$ cat src/rtl/cap_pkg.sv
package cap_pkg;
  // Per-channel edge arming. Low bit arms the rising edge, high bit the falling edge.
  typedef struct packed {
    logic fall_en;
    logic rise_en;
  } edge_cfg_t;

  localparam int unsigned CFG_W = $bits(edge_cfg_t);
endpackage

$ cat src/rtl/cap_sync.sv
module cap_sync #(
  parameter int unsigned W      = 4,
  parameter int unsigned STAGES = 2
) (
  input  logic         clk,
  input  logic         rst_n,
  input  logic [W-1:0] din,
  output logic [W-1:0] dout
);
  logic [STAGES-1:0][W-1:0] stg;

  always_ff @(posedge clk or negedge rst_n) begin
    if (!rst_n) begin
      stg <= '0;
    end else begin
      stg[0] <= din;
      for (int s = 1; s < STAGES; s++) begin
        stg[s] <= stg[s-1];
      end
    end
  end

  assign dout = stg[STAGES-1];
endmodule

$ cat src/rtl/cap_edge_det.sv
module cap_edge_det
  import cap_pkg::*;
(
  input  logic      clk,
  input  logic      rst_n,
  input  logic      lvl,
  input  edge_cfg_t cfg,
  output logic      hit
);
  logic lvl_q;

  always_ff @(posedge clk or negedge rst_n) begin
    if (!rst_n) lvl_q <= 1'b0;
    else        lvl_q <= lvl;
  end

  logic rise, fall;
  assign rise = lvl & ~lvl_q;
  assign fall = ~lvl & lvl_q;
  assign hit  = (rise & cfg.rise_en) | (fall & cfg.fall_en);
endmodule

$ cat src/rtl/cap_channel.sv
module cap_channel #(
  parameter int unsigned TW = 16
) (
  input  logic          clk,
  input  logic          rst_n,
  input  logic          hit,
  input  logic          clr,
  input  logic [TW-1:0] tval,
  output logic [TW-1:0] cap,
  output logic          flag
);
  always_ff @(posedge clk or negedge rst_n) begin
    if (!rst_n) begin
      cap <= '0;
    end else if (hit) begin
      cap <= tval;
    end
  end

  // A capture outranks a clear in the same cycle.
  always_ff @(posedge clk or negedge rst_n) begin
    if (!rst_n)   flag <= 1'b0;
    else if (hit) flag <= 1'b1;
    else if (clr) flag <= 1'b0;
  end
endmodule

$ cat src/rtl/edge_capture_unit.sv
module edge_capture_unit
  import cap_pkg::*;
#(
  parameter int unsigned NUM_CH      = 4,
  parameter int unsigned TW          = 16,
  parameter int unsigned SYNC_STAGES = 2
) (
  input  logic                   clk,
  input  logic                   rst_n,
  input  logic [TW-1:0]          timer_val,
  input  logic [NUM_CH-1:0]      cap_in,
  input  logic [NUM_CH*CFG_W-1:0] edge_sel,
  input  logic [NUM_CH-1:0]      irq_clr,
  output logic [NUM_CH*TW-1:0]   cap_val,
  output logic [NUM_CH-1:0]      irq
);
  logic [NUM_CH-1:0] pin_s;
  logic [NUM_CH-1:0] cap_hit;

  cap_sync #(.W(NUM_CH), .STAGES(SYNC_STAGES)) u_sync (
    .clk  (clk),
    .rst_n(rst_n),
    .din  (cap_in),
    .dout (pin_s)
  );

  for (genvar i = 0; i < NUM_CH; i++) begin : g_ch
    edge_cfg_t cfg;
    assign cfg = edge_cfg_t'(edge_sel[i*CFG_W +: CFG_W]);

    cap_edge_det u_det (
      .clk  (clk),
      .rst_n(rst_n),
      .lvl  (pin_s[i]),
      .cfg  (cfg),
      .hit  (cap_hit[i])
    );

    cap_channel #(.TW(TW)) u_chan (
      .clk  (clk),
      .rst_n(rst_n),
      .hit  (cap_hit[i]),
      .clr  (irq_clr[i]),
      .tval (timer_val),
      .cap  (cap_val[i*TW +: TW]),
      .flag (irq[i])
    );
  end
endmodule

$ cat config.mk
export PLATFORM = sky130hd
export DESIGN_NAME = edge_capture_unit
export DESIGN_NICKNAME = d
export VERILOG_FILES = /design/src/rtl/cap_pkg.sv /design/src/rtl/cap_sync.sv /design/src/rtl/cap_edge_det.sv /design/src/rtl/cap_channel.sv /design/src/rtl/edge_capture_unit.sv
export SDC_FILE = /design/constraint.sdc
export NUM_CORES = 1
export LEC_CHECK = 0
export CAP_MARGIN = 40
export CORE_ASPECT_RATIO = 0.8
export CORE_MARGIN = 2
export CORE_UTILIZATION = 50
export DETAILED_ROUTE_END_ITERATION = 10
export GPL_ROUTABILITY_DRIVEN = 0
export GPL_TIMING_DRIVEN = 0
export MAX_ROUTING_LAYER = met4
export PLACE_DENSITY_LB_ADDON = 0.2
export SETUP_SLACK_MARGIN = 0.02
export SLEW_MARGIN = 20
export SYNTH_ARGS = -nofsm -noshare
export SYNTH_HDL_FRONTEND = slang
export SYNTH_SLANG_ARGS = --single-unit
$ cat constraint.sdc
create_clock -name clk -period 1.89 [get_ports clk]
set_input_delay 0.378 -clock clk [delete_from_list [all_inputs] [get_ports clk]]
set_output_delay 0.378 -clock clk [all_outputs]
set_load 0.005 [all_outputs]
==> key figures, run 1 <==
Worst setup path
  – Slowest stage cell, crit path: clkdlybuf4s50_1
  – Critical Path End: cap_val[61]
  – Reg-to-reg slack, setup: 0.43 ns
  – Reg2Reg Launch Point: u_sync.dout[1]
  – Critical path depth: 1
  – Crit path launch: g_ch[3].u_chan.cap[13]
  – Crit path capture type: primary output
  – Reg2reg end: g_ch[1].u_chan.cap[11]
  – CP Launch Type: flop
  – Worst Path Class, Setup: reg2out
  – WP data arrival: around 1.3 ns
  – R2R depth: 4
  – CP Cell Sequence: clkdlybuf4s50_1
  – WP buf/inv: 1
  – CP Max Fanout: 4
  – CP max stage delay: between 0.5 and 0.6 ns
  – Top delay family on crit path: buffers and inverters
  – Worst Path Required: 1.51 ns

Clock network
  – CTS tree: built
  – CTS Hold Bufs: 0
  – Setup Buffers After CTS: 0
  – Clock root buffer: clkbuf_8
  – Worst-path clk slew: 0.08 ns
  – CTS max path bufs: 2
  – H-tree Lvls: 3
  – Clock sinks: 80
  – Resized Gates After CTS: 0
  – CTS buffer count: 9
  – Worst-Skew Late Latency: 0.35 ns

Yosys
  – Seq/Total Area, Yosys: between 40% and 50%
  – Syn Inst Count: 364
  – Synth unique cells: 24
  – Synth warnings: 0
  – Mapped cell area: 4139 um^2
  – Synthesized area per cell: around 11 um^2
  – FF+latch count, synth: 80
  – Syn_nets: approximately 400

Finish
  – Core occupancy in the finished layout: between 60 and 70%
  – Commonest non-fill, non-tap cell in the layout: clkdlybuf4s50_1
  – Share of cells above drive strength 1: 17.92%
  – Sequential cell area: roughly 2000 um^2
  – # nets final: between 500 and 600
  – Layout area overhead: 32.80%
  – Area occupied by multi-input gates: ~1900 um^2
  – Fillers: about 630
  – Diodes inserted: 0
  – Most frequent cells in the layout: clkdlybuf4s50_1, dfrtp_1, o22ai_1

Routing
  – DRC violations left: 0
  – ANT nets after route: 0
  – First-pass DRT Iterations: 5
  – Wirelength per Cell: 18.77 um
  – DR vias/cell: 5.816
  – DR vias: approximately 3.4k
  – DR iter-0 viols: 180
  – Detailed Route WL: 11040 um

Min path
  – Hold Crit Class: in2async

Global routing
  – Largest net degree at the start of global routing: 43
  – GRT Total Usage: 26.24%
  – Met2 Track Usage GR: 40.59%
  – Vias in the first global route: 3372
  – GR peak layer: met2
  – First-pass GRT wire length: 17920 um
  – Initial antenna violation count: 0
  – GR Util met1: a little over a third
  – Total grt overflow: 0
  – Met3 Use GR: 5.146%

Power and ir drop
  – Power density cells: 911.8 nW/um^2
  – Total Power: 0.005012 W
  – Leakage: 2.128 nW
  – VDD IR-drop max: 0.5988 mV

Floorplan
  – Chip height: roughly 85 um
  – Die W: about 110 um
  – I/O pins: approximately 100
  – Full die area: 9026 um^2
  – Core area: 7983 um^2
  – Row cnt: 29
  – Starting Density: 51.85%

Timing
  – Pins Over Slew Limit: 0
  – Setup ws final: 0.1790 ns
  – Layout Skew: 0.007936 ns
  – Setup TNS: 0 ns
  – Count of final hold-check violations: 15
  – Peak Freq: 584.4 MHz
  – Slew at the pin with the worst max-slew slack: roughly 0.53 ns
  – Final setup viols: 0
  – Hold_ws: -0.02203 ns
  – Final period utilization: 90.53%
  – Max-slew headroom: 64.84%
  – Min Tclk post-route: 1.711 ns
  – RSZ-0062 raised after global routing: false

Place
  – Pre-CTS setup slack: -0.03029 ns
  – IO Port Bufs: between 90 and 100
  – Detail Placement HPWL: between 7000 and 8000 um

Run status
  – Failing checks: negative hold slack
  – Status: finished with violations

Job
  – Max Cap Viol: 0
==> sequential cells by signal (all words and copies together), names as in the netlist <==
signal	cells
g_ch.u_chan.flag	4
g_ch.u_det.lvl_q	4
u_sync.dout	4
g_ch.u_chan.cap	64
u_sync.stg	4
==> synth_stat cells <==
cell	count	area (um^2)
dfrtp_1	80	2002
o22ai_1	34	212.7
nor2b_1	32	200.2
nor3_1	32	160.2
nor3b_1	32	240.2
o21a_1	32	240.2
a211oi_1	31	232.7
mux2_4	18	270.3
mux2_2	14	157.7
buf_4	12	90.09
buf_2	10	50.05
clkbuf_1	9	33.78
buf_6	4	45.04
inv_1	4	15.01
nand2_2	4	25.02
and2_1	3	18.77
a21o_2	2	17.52
buf_12	2	40.04
nand2b_2	2	17.52
nor2_1	2	7.510
o22ai_4	2	40.04
a211oi_2	1	12.51
and2_0	1	6.260
buf_1	1	3.750
==> final cells by class <==
| cell class | instances | share of cell area, % |
|---|---|---|
| clock inverter | 3 | 1.184 |
| sequential | 80 | 36.42 |
| inverter | 4 | 0.2732 |
| tap | 108 | 2.458 |
| clock buffer | 13 | 2.709 |
| timing repair buffer | 100 | 18.35 |
| multi-input combinational | 242 | 33.83 |
| buffer | 38 | 4.780 |
==> how the worst min path moves through the flow <==
stage	end	start	depth (start not counted)	slack (ns)
final	g_ch[2].u_chan.cap[0]	rst_n	1	-0.02
after global routing	g_ch[2].u_chan.cap[0]	rst_n	1	0.007
after CTS	g_ch[2].u_chan.cap[0]	rst_n	1	0.002
after detailed placement	u_sync.dout[1]	u_sync.stg[1]	0	0.33
after global placement	u_sync.dout[0]	u_sync.stg[0]	0	0.33
after floorplan	g_ch[0].u_chan.cap[0]	rst_n	0	0.08
==> report_power, final <==
part           switching [W]  internal [W]  leakage (nW)  total [W]
Clock               0.000608      0.000781         0.108    0.00139
Sequential          0.000238       0.00199         0.914    0.00222
Combinational       0.000510      0.000891          1.11    0.00140
==> kinds of logic (layout without fill, tap and decap cells) <==
kind of cell / after synthesis / after routing / share of synthesized area (%)
muxes: 32 / 32 / 10.34
buffers and inverters: 42 / 158 / 6.711
AOI/OAI and AO/OA: 102 / 102 / 18.26
and+or+nand+nor: 108 / 108 / 16.32
DFF: 80 / 80 / 48.37
==> worst reg2reg max path, delay by kind of cell, from the launching register on <==
family | cells | cell delay [ns]
buffers and inverters | 1 | 0.21
muxes | 1 | 0.31
and+or+nand+nor | 1 | 0.09
AOI/OAI and AO/OA | 1 | 0.32
DFF | 1 | 0.43
==> per-layer routing <==
metal  vias up  part of all wire [%]
met5         -                     0
met4         0                  0.92
met3        10                   6.5
met2       137                    48
met1      1708                    44
li1       1565                     -
==> metrics by stage <==
step | cells | hold WS (ns) | area, um^2
after floorplan | 364 | 0.08241 | 4139
after global placement | 571 | 0.3348 | 5265
after detailed placement | 572 | 0.3347 | 5283
after CTS | 588 | 0.002432 | 5497
after global routing | 588 | 0.006965 | 5497
final | 588 | -0.02203 | 5497
Power figures use the tool's default switching activity.
==> inputs of run 2 (changes only) <==
Settings changed: CTS_BUF_LIST from default to sky130_fd_sc_hd__clkbuf_16, SETUP_SLACK_MARGIN 0.02 to 0.05.
==> run 2 against run 1 <==
  * The flow now finishes without violations
  * Combinational power is essentially flat
  * Fmax grew 2.4%
  * Final cell count is the same
==> key figures, run 2 (same netlist as run 1, synthesis figures left out) <==
Floorplan
  – I/O pins: 102 (unchanged)
  – Full die area: 9026 um^2 (unchanged)
  – Chip height: 85.38 um (unchanged)
  – Core area: 7983 um^2 (unchanged)
  – Starting Density: 51.85% (unchanged)
  – Row cnt: 29 (unchanged)
  – Die W: 105.7 um (unchanged)

Run status
  – Status: completed

Worst setup path
  – CP Launch Type: flop
  – WP buf/inv: 1 (unchanged)
  – WP data arrival: 1.29 ns (-0.04 ns)
  – Worst Path Required: 1.51 ns (about the same)
  – CP Max Fanout: 4 (unchanged)
  – Slowest stage cell, crit path: clkdlybuf4s50_1
  – Worst Path Class, Setup: reg2out
  – Crit path capture type: primary output
  – Top delay family on crit path: buffers and inverters
  – CP Cell Sequence: clkdlybuf4s50_1
  – CP max stage delay: 0.55 ns (about the same)

Finish
  – # nets final: 509 (unchanged)
  – Fillers: 611 (-2.6%)
  – Commonest non-fill, non-tap cell in the layout: clkdlybuf4s50_1
  – Max reg flops: 64 (unchanged)
  – Most frequent cells in the layout: clkdlybuf4s50_1, dfrtp_1, o22ai_1
  – Diodes inserted: 0 (unchanged)
  – Share of cells above drive strength 1: 17.71% (-0.21 points)
  – Layout area overhead: 35.01%
  – Top reg by flops: g_ch.u_chan.cap
  – Core occupancy in the finished layout: 70.00% (+1.1 points)

Clock network
  – Resized Gates After CTS: 0 (unchanged)
  – Clock root buffer: clkbuf_16
  – Worst-path clk slew: 0.06 ns (-0.02 ns)
  – Worst-Skew Late Latency: 0.33 ns (-0.02 ns)
  – Setup Buffers After CTS: 0 (unchanged)
  – Clock sinks: 80 (unchanged)
  – H-tree Lvls: 3 (unchanged)
  – CTS max path bufs: 2 (unchanged)
  – CTS Hold Bufs: 0 (unchanged)
  – CTS tree: built
  – CTS buffer count: 9 (unchanged)

Job
  – Max Cap Viol: 0 (unchanged)

Global routing
  – Initial antenna violation count: 0 (unchanged)
  – First-pass GRT wire length: 18240 um (+1.8%)
  – GRT Total Usage: 26.63% (+0.39 points)
  – Vias in the first global route: 3373 (+0.030%)
  – Largest net degree at the start of global routing: 43 (unchanged)
  – Total grt overflow: 0 (unchanged)

Routing
  – ANT nets after route: 0 (unchanged)
  – First-pass DRT Iterations: 4 (-1)
  – Wirelength per Cell: 18.99 um (+1.2%)
  – DRC violations left: 0 (unchanged)
  – DR iter-0 viols: 180 (unchanged)
  – DR vias: 3380 (-1.2%)
  – Detailed Route WL: 11170 um (+1.2%)
  – DR vias/cell: 5.748 (-1.2%)

Timing
  – RSZ-0062 raised after global routing: false
  – Setup TNS: 0 ns (unchanged)
  – Layout Skew: 0.008089 ns (+0.0001526 ns)
  – Count of final hold-check violations: 0 (-15)
  – Pins Over Slew Limit: 0 (unchanged)
  – Final setup viols: 0 (unchanged)
  – Hold_ws: 0.007400 ns (+0.02943 ns)
  – Peak Freq: 598.3 MHz (+2.4%)
  – Final period utilization: 88.44% (-2.1 points)
  – Max-slew headroom: 63.99% (-0.86 points)
  – Min Tclk post-route: 1.672 ns (-0.03951 ns)
  – Slew at the pin with the worst max-slew slack: 0.5402 ns (+0.01283 ns)

Power and ir drop
  – Sw frac: 26.14% (-0.90 points)
  – Internal power: 0.004015 W (+9.8%)
  – Reg power frac: 41.0% (-3.4 points)
  – Psw: 0.001421 W (+4.9%)
  – Power density cells: 973.0 nW/um^2 (+6.7%)
  – Total Power: 0.005437 W (+8.5%)
  – Comb power frac: 25.8% (-2.1 points)
  – VDD IR-drop max: 0.6437 mV (+7.5%)
  – Clock share of power: 33.3% (+5.6 points)
  – Leakage: 2.181 nW (+2.5%)

Place
  – Detail Placement HPWL: 7601 um (unchanged)
  – IO Port Bufs: 99 (unchanged)

Min path
  – Hold Crit Class: in2async
==> run 2: cell count changes in the layout (fill, tap and decap cells not counted), sizes merged <==
cell,before,now
inv,4,7
clkbuf,22,18
clkinv,1,2
==> run 2: final cells by class <==
type | instances | area (um^2) | area share [%]
clock buffers | 9 | 225.2 | 4.030
clock inverters | 7 | 80.08 | 1.433
flip-flops and latches | 80 | 2002 | 35.83
inverters | 4 | 15.01 | 0.2687
repair buffers | 100 | 1008 | 18.05
multi-input cells | 242 | 1859 | 33.27
plain buffers | 38 | 262.8 | 4.702
well taps | 108 | 135.1 | 2.418
==> run 2: metrics by stage <==
step | area (um^2) | instances | setup slack (ns)
6_report | 5588 | 588 | 0.2185
5_1_grt | 5588 | 588 | 0.07978
4_1_cts | 5588 | 588 | 0.2009
3_5_place_dp | 5283 | 572 | -0.03029
3_3_place_gp | 5265 | 571 | -2.456
2_1_floorplan | 4139 | 364 | 0.5623
==> run 2: worst paths after layout <==
path,startpoint,end,slack (ns),cells past startpoint
max,g_ch[3].u_chan.cap[13],cap_val[61],0.22,1
min,rst_n,g_ch[2].u_chan.cap[0],0.007,1
max reg2reg,u_sync.dout[1],g_ch[1].u_chan.cap[11],0.43,4
min reg2reg,u_sync.stg[1],u_sync.dout[1],0.35,0
max in group asynchronous,rst_n,g_ch[3].u_chan.cap[2],1.28,2
min in group clk,u_sync.stg[1],u_sync.dout[1],0.35,0
==> run 2: metal layers <==
metal / track usage (%) / wire, um / vias up
li1: - / - / 1570
met1: 37.32 / 5036 / 1675
met2: 40.00 / 5309 / 127
met3: 4.839 / 738 / 8
met4: 7.536 / 85 / 0
met5: - / 0 / -
==> run 2: power by group through the flow <==
stage               Combinational, W  Clock, W  Sequential, W
global route                 0.00151   0.00189        0.00226
finish                       0.00140   0.00181        0.00223
floorplan                   0.000598         0        0.00223
CTS                          0.00141   0.00183        0.00222
detailed placement           0.00141         0        0.00225
global placement             0.00137         0        0.00223
